==> config.mk <==
export PLATFORM = sky130hd
export DESIGN_NAME = cvt_pattern_out
export DESIGN_NICKNAME = d
export VERILOG_FILES = /design/src/rtl/cvt_pattern_pkg.sv /design/src/rtl/cvt_prbs_gen.sv /design/src/rtl/cvt_pattern_mux.sv /design/src/rtl/cvt_word_format.sv /design/src/rtl/cvt_pattern_out.sv
export SDC_FILE = /design/constraint.sdc
export NUM_CORES = 1
export LEC_CHECK = 0
export ABC_AREA = 0
export BUFFER_PORTS_ARGS = -buffer_cell sky130_fd_sc_hd__buf_2
export CAP_MARGIN = 5
export CORE_UTILIZATION = 55
export DETAILED_ROUTE_END_ITERATION = 7
export PLACE_DENSITY = 0.76
export SYNTH_ARGS = -nofsm -noshare
export SYNTH_HDL_FRONTEND = slang
export SYNTH_HIERARCHICAL = 1
export SYNTH_SLANG_ARGS = --single-unit
==> constraint.sdc <==
create_clock -name clk -period 2.9 [get_ports clk]
set_input_delay 0.29 -clock clk [delete_from_list [all_inputs] [get_ports clk]]
set_output_delay 0.29 -clock clk [all_outputs]
set_load 0.1 [all_outputs]
==> src/rtl/cvt_pattern_pkg.sv <==
package cvt_pattern_pkg;

  localparam int unsigned WORD_W = 12;
  localparam int unsigned MODE_W = 4;

  localparam logic [MODE_W-1:0] TM_LIVE     = 4'h0;
  localparam logic [MODE_W-1:0] TM_MID      = 4'h1;
  localparam logic [MODE_W-1:0] TM_POS_FS   = 4'h2;
  localparam logic [MODE_W-1:0] TM_NEG_FS   = 4'h3;
  localparam logic [MODE_W-1:0] TM_CHECKER  = 4'h4;
  localparam logic [MODE_W-1:0] TM_PN_LONG  = 4'h5;
  localparam logic [MODE_W-1:0] TM_PN_SHORT = 4'h6;
  localparam logic [MODE_W-1:0] TM_TOGGLE   = 4'h7;

  typedef enum logic [1:0] {
    FMT_OFFSET = 2'b00,
    FMT_TWOS   = 2'b01,
    FMT_GRAY   = 2'b10,
    FMT_RSVD   = 2'b11
  } fmt_e;

endpackage

==> src/rtl/cvt_prbs_gen.sv <==
module cvt_prbs_gen #(
  parameter int unsigned LEN    = 9,
  parameter int unsigned TAP    = 5,
  parameter int unsigned WORD_W = 12
) (
  input  logic              clk,
  input  logic              rst_n,
  input  logic              hold,
  input  logic              adv,
  output logic [WORD_W-1:0] word
);

  localparam logic [LEN-1:0] SEED = '1;

  logic [LEN-1:0] st_q;
  logic [LEN-1:0] st_d;
  logic           st_en;
  logic           fb_bit;

  assign fb_bit = st_q[LEN-1] ^ st_q[TAP-1];
  assign st_en  = hold | adv;

  always_comb begin
    st_d = st_q;
    if (hold) begin
      st_d = SEED;
    end else if (adv) begin
      st_d = {st_q[LEN-2:0], fb_bit};
    end
  end

  always_ff @(posedge clk or negedge rst_n) begin
    if (!rst_n) begin
      st_q <= SEED;
    end else if (st_en) begin
      st_q <= st_d;
    end
  end

  generate
    if (LEN >= WORD_W) begin : g_wide
      assign word = st_q[LEN-1 -: WORD_W];
    end else begin : g_narrow
      always_comb begin
        for (int i = 0; i < WORD_W; i++) begin
          word[WORD_W-1-i] = st_q[LEN-1-(i % LEN)];
        end
      end
    end
  endgenerate


  pn_hold_seed_chk: assert property (@(posedge clk) disable iff (!rst_n)
    hold |=> (st_q == SEED));


  pn_idle_stable_chk: assert property (@(posedge clk) disable iff (!rst_n)
    (!hold && !adv) |=> $stable(st_q));


  pn_nonzero_chk: assert property (@(posedge clk) disable iff (!rst_n)
    st_q != '0);


  pn_step_moves_chk: assert property (@(posedge clk) disable iff (!rst_n)
    (adv && !hold) |=> (st_q != $past(st_q)));

endmodule

==> src/rtl/cvt_pattern_mux.sv <==
module cvt_pattern_mux
  import cvt_pattern_pkg::*;
#(
  parameter int unsigned W = 12
) (
  input  logic              clk,
  input  logic              rst_n,
  input  logic              adv,
  input  logic [MODE_W-1:0] tmode,
  input  logic [W-1:0]      live,
  input  logic [W-1:0]      pn_short_word,
  input  logic [W-1:0]      pn_long_word,
  output logic [W-1:0]      pat
);

  localparam logic [W-1:0] LVL_MID  = {1'b1, {(W-1){1'b0}}};
  localparam logic [W-1:0] LVL_POS  = '1;
  localparam logic [W-1:0] LVL_NEG  = '0;

  function automatic logic [W-1:0] alt_word(input logic start_one);
    logic [W-1:0] r;
    for (int i = 0; i < W; i++) begin
      r[W-1-i] = start_one ^ i[0];
    end
    return r;
  endfunction

  localparam logic [W-1:0] CHK_A = alt_word(1'b1);
  localparam logic [W-1:0] CHK_B = alt_word(1'b0);

  logic ph_q;
  logic ph_d;

  assign ph_d = ~ph_q;

  always_ff @(posedge clk or negedge rst_n) begin
    if (!rst_n) begin
      ph_q <= 1'b0;
    end else if (adv) begin
      ph_q <= ph_d;
    end
  end

  always_comb begin
    unique case (tmode)
      TM_MID:      pat = LVL_MID;
      TM_POS_FS:   pat = LVL_POS;
      TM_NEG_FS:   pat = LVL_NEG;
      TM_CHECKER:  pat = ph_q ? CHK_B : CHK_A;
      TM_PN_LONG:  pat = pn_long_word;
      TM_PN_SHORT: pat = pn_short_word;
      TM_TOGGLE:   pat = ph_q ? LVL_NEG : LVL_POS;
      default:     pat = live;
    endcase
  end


  alt_phase_flip_chk: assert property (@(posedge clk) disable iff (!rst_n)
    adv |=> (ph_q != $past(ph_q)));


  alt_phase_hold_chk: assert property (@(posedge clk) disable iff (!rst_n)
    !adv |=> $stable(ph_q));

endmodule

==> src/rtl/cvt_word_format.sv <==
module cvt_word_format
  import cvt_pattern_pkg::*;
#(
  parameter int unsigned W = 12
) (
  input  logic [1:0]   fmt_sel,
  input  logic         inv_en,
  input  logic [W-1:0] din,
  output logic [W-1:0] dout
);

  localparam logic [W-1:0] MSB_MASK = {1'b1, {(W-1){1'b0}}};

  logic [W-1:0] coded;

  always_comb begin
    unique case (fmt_e'(fmt_sel))
      FMT_TWOS: coded = din ^ MSB_MASK;
      FMT_GRAY: coded = din ^ (din >> 1);
      default:  coded = din;
    endcase
  end

  assign dout = inv_en ? ~coded : coded;

endmodule

==> src/rtl/cvt_pattern_out.sv <==
module cvt_pattern_out
  import cvt_pattern_pkg::*;
#(
  parameter int unsigned W         = WORD_W,
  parameter int unsigned PN_S_LEN  = 9,
  parameter int unsigned PN_S_TAP  = 5,
  parameter int unsigned PN_L_LEN  = 23,
  parameter int unsigned PN_L_TAP  = 18
) (
  input  logic              clk,
  input  logic              rst_n,
  input  logic [W-1:0]      smp_data,
  input  logic              smp_vld,
  input  logic [MODE_W-1:0] tmode,
  input  logic [1:0]        fmt_sel,
  input  logic              inv_en,
  input  logic              pn_short_hold,
  input  logic              pn_long_hold,
  output logic [W-1:0]      out_word,
  output logic              out_vld
);

  logic [W-1:0] pn_s_word;
  logic [W-1:0] pn_l_word;
  logic [W-1:0] pat_word;
  logic [W-1:0] fmt_word;
  logic [W-1:0] word_q;
  logic [W-1:0] word_d;
  logic         vld_q;

  cvt_prbs_gen #(.LEN(PN_S_LEN), .TAP(PN_S_TAP), .WORD_W(W)) i_pn_short (
    .clk   (clk),
    .rst_n (rst_n),
    .hold  (pn_short_hold),
    .adv   (smp_vld),
    .word  (pn_s_word)
  );

  cvt_prbs_gen #(.LEN(PN_L_LEN), .TAP(PN_L_TAP), .WORD_W(W)) i_pn_long (
    .clk   (clk),
    .rst_n (rst_n),
    .hold  (pn_long_hold),
    .adv   (smp_vld),
    .word  (pn_l_word)
  );

  cvt_pattern_mux #(.W(W)) i_mux (
    .clk           (clk),
    .rst_n         (rst_n),
    .adv           (smp_vld),
    .tmode         (tmode),
    .live          (smp_data),
    .pn_short_word (pn_s_word),
    .pn_long_word  (pn_l_word),
    .pat           (pat_word)
  );

  cvt_word_format #(.W(W)) i_fmt (
    .fmt_sel (fmt_sel),
    .inv_en  (inv_en),
    .din     (pat_word),
    .dout    (fmt_word)
  );

  assign word_d = fmt_word;

  always_ff @(posedge clk or negedge rst_n) begin
    if (!rst_n) begin
      word_q <= '0;
    end else if (smp_vld) begin
      word_q <= word_d;
    end
  end

  always_ff @(posedge clk or negedge rst_n) begin
    if (!rst_n) begin
      vld_q <= 1'b0;
    end else begin
      vld_q <= smp_vld;
    end
  end

  assign out_word = word_q;
  assign out_vld  = vld_q;


  reset_quiet_chk: assert property (@(posedge clk)
    !rst_n |-> (out_word == '0 && !out_vld));


  vld_follow_chk: assert property (@(posedge clk) disable iff (!rst_n)
    smp_vld |=> out_vld);


  idle_hold_chk: assert property (@(posedge clk) disable iff (!rst_n)
    !smp_vld |=> (!out_vld && $stable(out_word)));


  live_pass_chk: assert property (@(posedge clk) disable iff (!rst_n)
    (smp_vld && tmode == TM_LIVE && fmt_sel == 2'b00 && !inv_en)
      |=> (out_word == $past(smp_data)));

endmodule

==> results.sh, run 1 <==
export IMPL_r2r_end="out_word[10]$_DFFE_PN0P_"
export IMPL_cts_tree="yes"
export IMPL_hold_path_class="input port to asynchronous set/reset pin"
export IMPL_min_period_ns=2.21
export IMPL_worst_pin_slew_ns=0.987
export IMPL_chipWidth_um=76.8
export IMPL_grt_use_total_pct=20.4
export IMPL_portBuffers=36
export IMPL_antenna_diode_count=0
export IMPL_layout_commonest_cell="buf_2"
export IMPL_clockRootBuffer="clkbuf_8"
export IMPL_finalWorstSetupSlack_ns=0.693
export IMPL_synthArstFlopShare_pct=100
export IMPL_via_per_inst=5.60
export IMPL_fmax_ghz=0.453
export IMPL_cp_max_fo=5
export IMPL_insertion_delay_ns=0.30
export IMPL_cp_start_kind="flip-flop"
export IMPL_postSynthCellCount=298
export IMPL_worstSetupPathType="flip-flop to flip-flop"
export IMPL_rr_worst_depth=7
export IMPL_status="complete, no violations"
export IMPL_fin_setup_tns_ns=0
export IMPL_ys_seq_elements=46
export IMPL_startpoint="i_mux/ph_q$_DFFE_PN0P_"
export IMPL_internal_power_mw=1.11
export IMPL_routabilityCongestion=0.846
export IMPL_max_slew_margin_pct=34.2
export IMPL_switchingPower_uw=792
export IMPL_grt_pass1_vias=2021
export IMPL_antenna_found_initial=0
export IMPL_skew_ns=0.00406
export IMPL_synth_edf_count=0
export IMPL_drt_total_wl_mm=5.63
export IMPL_synth_flop_cell="dfstp_2"
export IMPL_firstDrtPassIters=4
export IMPL_synth_nets=324
export IMPL_post_place_ws_ns=0.536
export IMPL_drt_iter0_drc=152
export IMPL_yosys_warnings=6
export IMPL_ir_drop_uv=401
export IMPL_r2r_slack_ns=0.69
export IMPL_final_cell_mix="buf_2 (36), dfstp_2 (32), mux2i_1 (30), nand2_1 (30), nand3b_1 (22)"
export IMPL_cts_resized=0
export IMPL_ys_seq_area_share_pct=38.7
export IMPL_num_vias=2115
export IMPL_cts_path_max_buffers=2
export IMPL_slew_violations=0
export IMPL_drive_gt1_share_pct=30.8
export IMPL_num_io_pins=37
export IMPL_grt_overflow=0
export IMPL_drc=0
export IMPL_cp_end_kind="flip-flop"
export IMPL_cts_max_level=2
export IMPL_die_area_um2=5900
export IMPL_p_seq_share_pct=39.3
export IMPL_grt_max_degree=47
export IMPL_syn_area_per_cell_um2=10.3
export IMPL_leakagePower_nw=1.37
export IMPL_fin_crit_sh_pct=76.1
export IMPL_setup_viol=0
export IMPL_nets=333
export IMPL_clk_pin_slew_ns=0.08
export IMPL_synth_area_um2=3080
export IMPL_hpwl_mm=4.07
export IMPL_start_util_pct=58.8
export IMPL_ant_nets=0
export IMPL_cts_sinks=46
export IMPL_grt_setup_unrepaired="no"
export IMPL_cts_buffers=5
export IMPL_switching_share_pct=41.7
export IMPL_max_stage_delay_ns=0.48
export IMPL_power_density_nw_per_um2=595
export IMPL_clockPowerShare_pct=21.3
export IMPL_postCtsSetupRepairBufs=0
export IMPL_holdBufCountCts=0
export IMPL_post_drt_wl_per_cell_um=14.9
export IMPL_grt_pass1_wl_mm=9.65
export IMPL_max_cap_violations=0
export IMPL_coreArea_um2=5240
export IMPL_required_ns=3.09
export IMPL_floorplan_rows=26
export IMPL_finalHoldViolCount=0
export IMPL_r2r_start="i_mux/ph_q$_DFFE_PN0P_"
export IMPL_hold_ws_ns=0.149
export IMPL_die_h_um=76.8
export IMPL_comb_power_share_pct=39.4
export IMPL_syn_to_final_growth_pct=3.70
export IMPL_worstPathArrival_ns=2.40
export IMPL_p_total_mw=1.90
export IMPL_critical_path_slowest_cell="or4b_1"
export IMPL_path_cells="or4b_1 -> a31o_2 -> a31oi_1 -> nand3b_1 -> nand3_1 -> xor2_1 -> mux2_4"
export IMPL_yosysUniqueCellTypes=40
## per-layer routing
metal | vias up | share of wire [%] | track usage [%]
li1 | 1054 | - | -
met1 | 1020 | 47 | 26.3
met3 | 6 | 2.5 | 3.93
met5 | - | 0 | 0
met4 | 0 | 0.92 | 6.35
met2 | 35 | 50 | 34.3
## power groups by stage
stage / registers (mW) / clock network, mW / logic (mW)
2_1_floorplan: 1.09 / 0 / 0.295
3_3_place_gp: 0.755 / 0 / 0.742
3_5_place_dp: 0.758 / 0 / 0.750
4_1_cts: 0.747 / 0.423 / 0.751
5_1_grt: 0.753 / 0.455 / 0.794
6_report: 0.745 / 0.405 / 0.748
## metrics by stage
stage / std cells / cell area, um^2 / util (%)
final: 378 / 3190 / 60.9
after global routing: 378 / 3190 / 60.9
after CTS: 378 / 3190 / 60.9
after detailed placement: 370 / 3100 / 59.1
after global placement: 370 / 3100 / 59.1
after floorplan: 298 / 3080 / -
## cell type report
cell class / instances / area (um^2)
clock buffers: 6 / 82.6
clock inverters: 2 / 12.5
fillers: 468 / 2050
inverters: 7 / 26.3
multi-input cells: 210 / 1590
flip-flops and latches: 46 / 1190
well taps: 70 / 87.6
repair buffers: 37 / 200
## synthesized netlist by cell type (all sizes together) (3+ instances only)
library cell | number | area (um^2)
dfstp | 32 | 841
mux2i | 30 | 300
nand2 | 30 | 113
buf | 26 | 235
nand3b | 22 | 165
o21ai | 19 | 95.1
dfrtp | 14 | 350
xor2 | 13 | 114
a21oi | 12 | 60.1
and3b | 12 | 105
mux2 | 12 | 173
nand2b | 12 | 75.1
a31oi | 10 | 62.6
clkbuf | 9 | 33.8
o211ai | 9 | 67.6
inv | 7 | 26.3
o22a | 5 | 43.8
nor2b | 3 | 18.8
## worst max-delay path by stage
stage,end,slack (ns),depth (start not counted)
2_1_floorplan,out_word[0]$_DFFE_PN0P_,0.83,8
3_3_place_gp,out_word[5]$_DFFE_PN0P_,0.57,8
3_5_place_dp,out_word[10]$_DFFE_PN0P_,0.54,8
4_1_cts,out_word[10]$_DFFE_PN0P_,0.69,7
5_1_grt,out_word[10]$_DFFE_PN0P_,0.54,7
6_report,out_word[10]$_DFFE_PN0P_,0.69,7
## sequential cells by signal, indices dropped and copies added, names as in the netlist
name	count
i_pn_long/st_q	23
out_word	12
i_pn_short/st_q	9
i_mux/ph_q	1
out_vld	1
## critical path, delay by kind of cell (launching register included)
kind            cells  cell delay (ns)
compound gates      2             0.52
xor+xnor            1             0.15
flops               1             0.44
mux                 1             0.26
simple gates        3             0.73
## kinds of logic after synthesis
family,synth area share [%]
buffers and inverters,9.59
AND/OR/NAND/NOR,18.4
XOR/XNOR,4.27
AO/OA/AOI/OAI,12.8
multiplexers,15.4
adder cells (fa/ha/maj),0.813
flip-flops,38.7
Note: power is estimated with default switching activity, not from simulation.
==> run 2: changes to the inputs <==
==> constraint.sdc (replaced) <==
create_clock -name clk -period 2.2 [get_ports clk]
set_input_delay 0.22 -clock clk [delete_from_list [all_inputs] [get_ports clk]]
set_output_delay 0.22 -clock clk [all_outputs]
set_load 0.1 [all_outputs]
==> run 2 against run 1 <==
Effect of this change: setup slack lost 0.63 ns; register-to-register slack lost 0.63 ns; critical path type unchanged; cell count grew 2.1%; utilization grew 1.6 points; worst hold slack gained 0.034 ns; sequential cell count is the same; highest routed layer unchanged; global-route usage grew 1.4 points; clock power grew 32%.
==> results.sh, run 2 (synthesis results as in run 1) <==
export IMPL_internal_power_mw=1.46
export IMPL_antenna_diode_count=0
export IMPL_cp_end_kind="flip-flop"
export IMPL_final_cell_mix="buf_2 (36), dfstp_2 (32), mux2i_1 (30), nand2_1 (30), nand3b_1 (22)"
export IMPL_largest_register_ffs=23
export IMPL_portBuffers=36
export IMPL_clockPowerShare_pct=21.0
export IMPL_nets=341
export IMPL_setup_viol=0
export IMPL_via_per_inst=5.56
export IMPL_cts_tree="yes"
export IMPL_drc=0
export IMPL_worstSetupPathType="flip-flop to flip-flop"
export IMPL_max_cap_violations=0
export IMPL_placedCellCount=377
export IMPL_grt_setup_unrepaired="yes"
export IMPL_grt_pass1_vias=2188
export IMPL_cp_start_kind="flip-flop"
export IMPL_die_h_um=76.8
export IMPL_clk_pin_slew_ns=0.09
export IMPL_cts_max_level=2
export IMPL_grt_overflow=0
export IMPL_worstPathArrival_ns=2.33
export IMPL_firstDrtPassIters=4
export IMPL_start_util_pct=58.8
export IMPL_routabilityCongestion=0.832
export IMPL_p_seq_share_pct=38.3
export IMPL_insertion_delay_ns=0.31
export IMPL_cts_sinks=46
export IMPL_drive_gt1_share_pct=33.5
export IMPL_worst_pin_slew_ns=0.673
export IMPL_switching_share_pct=42.7
export IMPL_chipWidth_um=76.8
export IMPL_fin_cells=386
export IMPL_ant_nets=0
export IMPL_status="complete, no violations"
export IMPL_cp_max_fo=6
export IMPL_ir_drop_uv=576
export IMPL_leakagePower_nw=1.41
export IMPL_num_io_pins=37
export IMPL_regMostFlops="i_pn_long/st_q"
export IMPL_post_drt_wl_per_cell_um=15.0
export IMPL_cts_buffers=5
export IMPL_post_place_ws_ns=0.0298
export IMPL_switchingPower_mw=1.09
export IMPL_clockRootBuffer="clkbuf_8"
export IMPL_grt_pass1_wl_mm=10.4
export IMPL_max_slew_margin_pct=55.1
export IMPL_required_ns=2.40
export IMPL_hold_path_depth=3
export IMPL_antenna_found_initial=0
export IMPL_num_vias=2146
export IMPL_cts_path_max_buffers=2
export IMPL_drt_total_wl_mm=5.79
export IMPL_power_density_nw_per_um2=777
export IMPL_finalHoldViolCount=0
export IMPL_grt_max_degree=47
export IMPL_grt_use_total_pct=21.8
export IMPL_finalWorstSetupSlack_ns=0.0656
export IMPL_grt_met2_usage_pct=35.2
export IMPL_layout_commonest_cell="buf_2"
export IMPL_coreArea_um2=5240
export IMPL_rr_worst_depth=8
export IMPL_drt_iter0_drc=128
export IMPL_gr_usage_met3_pct=4.52
export IMPL_slew_violations=0
export IMPL_fin_crit_sh_pct=97.0
export IMPL_hpwl_mm=4.20
export IMPL_busiest_layer="met2"
export IMPL_die_area_um2=5900
export IMPL_skew_ns=0.00954
export IMPL_filler_cell_count=456
export IMPL_min_period_ns=2.13
export IMPL_floorplan_rows=26
export IMPL_fmax_ghz=0.469
export IMPL_use_met1_pct=29.3
export IMPL_hold_path_class="input port to flip-flop"
export IMPL_comb_power_share_pct=40.8
export IMPL_syn_to_final_growth_pct=6.46
## run 2: changes by cell type in the layout (fill, tap and decap cells not counted)
cell	before	now
a31oi_1	10	6
a31oi_2	0	4
buf_4	0	7
clkbuf_8	6	5
clkinv_2	1	0
clkinvlp_4	1	2
dlygate4sd3_1	0	1
inv_6	0	1
## run 2: routing by layer
metal | up-vias | routed length, um
li1 | 1070 | -
met1 | 1030 | 2780
met2 | 38 | 2760
met3 | 8 | 192
met4 | 0 | 59
met5 | - | 0
## run 2: cell type report
cell class / instances / area [um^2] / share of cell area, %
flip-flops and latches: 46 / 1190 / 36.3
clock buffers: 5 / 68.8 / 2.10
inverters: 7 / 26.3 / 0.802
repair buffers: 45 / 263 / 8.02
well taps: 70 / 87.6 / 2.67
multi-input cells: 210 / 1620 / 49.3
clock inverters: 3 / 23.8 / 0.725
## run 2: worst paths after layout
check / start / to / slack [ns]
min in group asynchronous: rst_n / out_vld$_DFF_PN0_ / 0.51
min reg2reg: out_word[3]$_DFFE_PN0P_ / out_word[3]$_DFFE_PN0P_ / 0.52
min: pn_short_hold / i_pn_short/st_q[2]$_DFFE_PN1P_ / 0.18
max in group asynchronous: rst_n / i_pn_short/st_q[1]$_DFFE_PN1P_ / 1.30
max: i_mux/ph_q$_DFFE_PN0P_ / out_word[1]$_DFFE_PN0P_ / 0.07
max reg2reg: i_mux/ph_q$_DFFE_PN0P_ / out_word[1]$_DFFE_PN0P_ / 0.07
## run 2: what timing repair did
item,in CTS,in global routing
hold buffers,1,0
endpoints found under the setup margin,0,12
buffers inserted,0,0
hold endpoints to repair,6,0
resized for setup,0,4
## run 2: critical path, stage by stage, from the launching register on
cell	delay [ns]
dfrtp_1	0.39
buf_4	0.16
nor2b_1	0.18
a31oi_2	0.20
a31oi_1	0.42
nand3b_1	0.17
o211ai_1	0.10
xor2_1	0.16
mux2_4	0.26
## run 2: metrics by stage
stage | instance area (um^2) | TNS (ns) | total power [mW] | utilization [%] | hold slack [ns]
after floorplan | 3080 | 0 | 1.83 | - | -0.0756
after global placement | 3150 | 0 | 2.00 | 60.1 | 0.331
after detailed placement | 3150 | 0 | 2.02 | 60.1 | 0.337
after CTS | 3250 | 0 | 2.57 | 62.1 | 0.174
after global routing | 3280 | -0.201 | 2.68 | 62.6 | 0.202
final | 3280 | 0 | 2.55 | 62.6 | 0.183
## run 2: power groups by stage
stage,combinational [mW],sequential (mW),clock (mW)
3_5_place_dp,1.03,0.990,0
6_report,1.04,0.974,0.534
2_1_floorplan,0.389,1.44,0
5_1_grt,1.10,0.985,0.591
3_3_place_gp,1.02,0.986,0
4_1_cts,1.03,0.976,0.557
==> run 3: changes to the inputs <==
--- a/config.mk
+++ b/config.mk
@@ -13,5 +13,4 @@
 export PLACE_DENSITY = 0.76
 export SYNTH_ARGS = -nofsm -noshare
 export SYNTH_HDL_FRONTEND = slang
-export SYNTH_HIERARCHICAL = 1
 export SYNTH_SLANG_ARGS = --single-unit
==> run 3 against run 2 <==
Effect of this change: sequential power up 6%; setup slack better by 0.065 ns; clock-buffer cell count unchanged; clock skew down 0.00056 ns; worst hold slack worse by 0.18 ns; highest routed layer unchanged.
==> results.sh, run 3 <==
export IMPL_antenna_diode_count=0
export IMPL_num_vias=2604
export IMPL_drt_total_wl_mm=7.18
export IMPL_r2r_start="i_mux.ph_q$_DFFE_PN0P_"
export IMPL_max_slew_margin_pct=61.4
export IMPL_clockRootBuffer="clkbuf_8"
export IMPL_busiest_layer="met1"
export IMPL_chipWidth_um=76.3
export IMPL_fin_cells=411
export IMPL_leakagePower_nw=1.37
export IMPL_die_h_um=76.3
export IMPL_cts_max_level=2
export IMPL_cts_path_max_buffers=2
export IMPL_final_cell_mix="buf_2 (36), a211o_1 (34), dfstp_2 (32), nor2b_1 (30), nand3b_1 (17)"
export IMPL_ys_seq_elements=46
export IMPL_postSynthCellCount=306
export IMPL_hpwl_mm=5.08
export IMPL_cp_start_kind="flip-flop"
export IMPL_ir_drop_uv=464
export IMPL_fmax_ghz=0.483
export IMPL_largest_register_ffs=23
export IMPL_ys_seq_area_share_pct=39.2
export IMPL_status="complete, no violations"
export IMPL_firstDrtPassIters=5
export IMPL_finalWorstSetupSlack_ns=0.130
export IMPL_fin_util_pct=65.6
export IMPL_startpoint="i_mux.ph_q$_DFFE_PN0P_"
export IMPL_path_cells="nand4b_2 -> nand2_4 -> o32a_1 -> o311ai_2 -> mux2i_1 -> a221o_1"
export IMPL_placedCellCount=403
export IMPL_grt_max_degree=60
export IMPL_ant_nets=0
export IMPL_cp_end_kind="flip-flop"
export IMPL_grt_pass1_vias=2382
export IMPL_postCtsSetupRepairBufs=0
export IMPL_cts_resized=0
export IMPL_synthTopCellsByArea="dfstp_2 (28%), dfrtp_1 (12%), a211o_1 (9.8%)"
export IMPL_regMostFlops="i_pn_long.st_q"
export IMPL_antenna_found_initial=0
export IMPL_synthArstFlopShare_pct=100
export IMPL_cts_buffers=5
export IMPL_required_ns=2.39
export IMPL_yosys_warnings=0
export IMPL_r2r_slack_ns=0.13
export IMPL_use_met1_pct=41.4
export IMPL_num_io_pins=37
export IMPL_synth_common_cells="a211o_1 (34), dfstp_2 (32), nor2b_1 (30), nand3b_1 (17)"
export IMPL_crit_buf_inv=0
export IMPL_synth_nets=332
export IMPL_syn_area_per_cell_um2=9.93
export IMPL_rr_worst_depth=6
export IMPL_worst_pin_slew_ns=0.579
export IMPL_clk_pin_slew_ns=0.10
export IMPL_p_total_mw=2.58
export IMPL_cp_depth=6
export IMPL_via_per_inst=6.34
export IMPL_skew_ns=0.00898
export IMPL_worstPathArrival_ns=2.26
export IMPL_min_period_ns=2.07
export IMPL_grt_pass1_wl_mm=12.1
export IMPL_routabilityCongestion=0.913
export IMPL_grt_setup_unrepaired="no"
export IMPL_post_place_ws_ns=0.120
export IMPL_finalHoldViolCount=0
export IMPL_floorplan_rows=26
export IMPL_fin_setup_tns_ns=0
export IMPL_fin_crit_sh_pct=94.1
export IMPL_cp_max_fo=8
export IMPL_yosysTopAreaCell="dfstp_2"
export IMPL_drt_iter0_drc=212
export IMPL_grt_use_total_pct=25.9
export IMPL_max_cap_violations=0
export IMPL_drc=0
export IMPL_cts_sinks=46
export IMPL_coreArea_um2=5200
export IMPL_holdBufCountCts=0
export IMPL_die_area_um2=5820
export IMPL_drive_gt1_share_pct=32.8
export IMPL_syn_to_final_growth_pct=12.3
export IMPL_synth_flop_cell="dfstp_2"
export IMPL_setup_viol=0
export IMPL_worstSetupPathType="flip-flop to flip-flop"
export IMPL_insertion_delay_ns=0.30
export IMPL_crit_family="compound AO/OA/AOI/OAI gates"
export IMPL_start_util_pct=58.4
export IMPL_yosysTopAreaCellShare_pct=27.7
export IMPL_gr_usage_met3_pct=4.55
export IMPL_nets=366
export IMPL_r2r_end="out_word[6]$_DFFE_PN0P_"
export IMPL_hold_path_class="input port to asynchronous set/reset pin"
export IMPL_max_stage_delay_ns=0.49
export IMPL_cts_tree="yes"
export IMPL_endpoint="out_word[6]$_DFFE_PN0P_"
export IMPL_layout_commonest_cell="buf_2"
export IMPL_power_density_nw_per_um2=757
export IMPL_synth_edf_count=0
export IMPL_grt_met2_usage_pct=36.0
export IMPL_synth_area_um2=3040
export IMPL_grt_overflow=0
export IMPL_yosysUniqueCellTypes=62
export IMPL_slew_violations=0
export IMPL_post_drt_wl_per_cell_um=17.5
export IMPL_critical_path_slowest_cell="dfrtp_1"
export IMPL_portBuffers=36
export IMPL_yosysMostFrequentCell="a211o_1"
==> run 3: cell count changes after synthesis, sizes merged, moves of 10 or more <==
cell   before  now
buf        26   12
mux2i      30    4
nor2        0   14
a211o       0   34
and3b      12    0
nand2      30   13
nor2b       3   30
o21ai      19    9
xor2       13    2
mux2       12    0
==> run 3: cell type report <==
class | instances | area [um^2]
tap | 70 | 87.6
fill | 442 | 1790
multi-input combinational | 228 | 1680
timing repair buffer | 51 | 305
sequential | 46 | 1190
clock buffer | 5 | 68.8
inverter | 8 | 30.0
clock inverter | 3 | 47.5
==> run 3: per-layer routing <==
metal  wire, um  up-vias
li1           -     1213
met1       3570     1279
met2       3050      101
met3        460       11
met4         99        0
met5          0        -
==> run 3: cell families (layout without fill, tap and decap cells) <==
group,count (synthesis),after routing,share of synthesized area [%]
buf+inv,32,67,5.44
mux,4,4,1.32
simple gates,108,108,21.7
compound gates,105,105,28.9
xor+xnor,9,9,2.59
fa+ha+maj,2,2,0.824
flops,46,46,39.2
==> run 3: how the worst min path moves through the flow <==
stage | from | end | slack, ns | cells past startpoint
final | rst_n | out_word[1]$_DFFE_PN0P_ | 0.0007 | 2
after global routing | rst_n | out_vld$_DFF_PN0_ | 0.05 | 2
after CTS | rst_n | out_word[2]$_DFFE_PN0P_ | 0.02 | 2
after detailed placement | rst_n | i_mux.ph_q$_DFFE_PN0P_ | 0.35 | 2
after global placement | rst_n | out_word[9]$_DFFE_PN0P_ | 0.34 | 2
after floorplan | rst_n | i_mux.ph_q$_DFFE_PN0P_ | -0.08 | 0
==> run 3: worst reg2reg max path, delay by kind of cell (launching register included) <==
kind             cells  cell delay [ns]
multiplexers         1             0.12
AO/OA/AOI/OAI        3             1.00
AND/OR/NAND/NOR      2             0.36
flip-flops           1             0.49
==> run 3: report_power, final <==
group	internal, mW	switching, mW	total (mW)
Clock	0.348	0.325	0.673
Combinational	0.278	0.600	0.878
Sequential	0.958	0.0724	1.03
Total	1.58	0.998	2.58
==> run 3: per-stage QoR <==
step                hold WS (ns)  cell area (um^2)
floorplan                -0.0756              3040
global placement           0.338              3300
detailed placement         0.347              3300
CTS                       0.0163              3410
global route              0.0541              3410
finish                  0.000713              3410
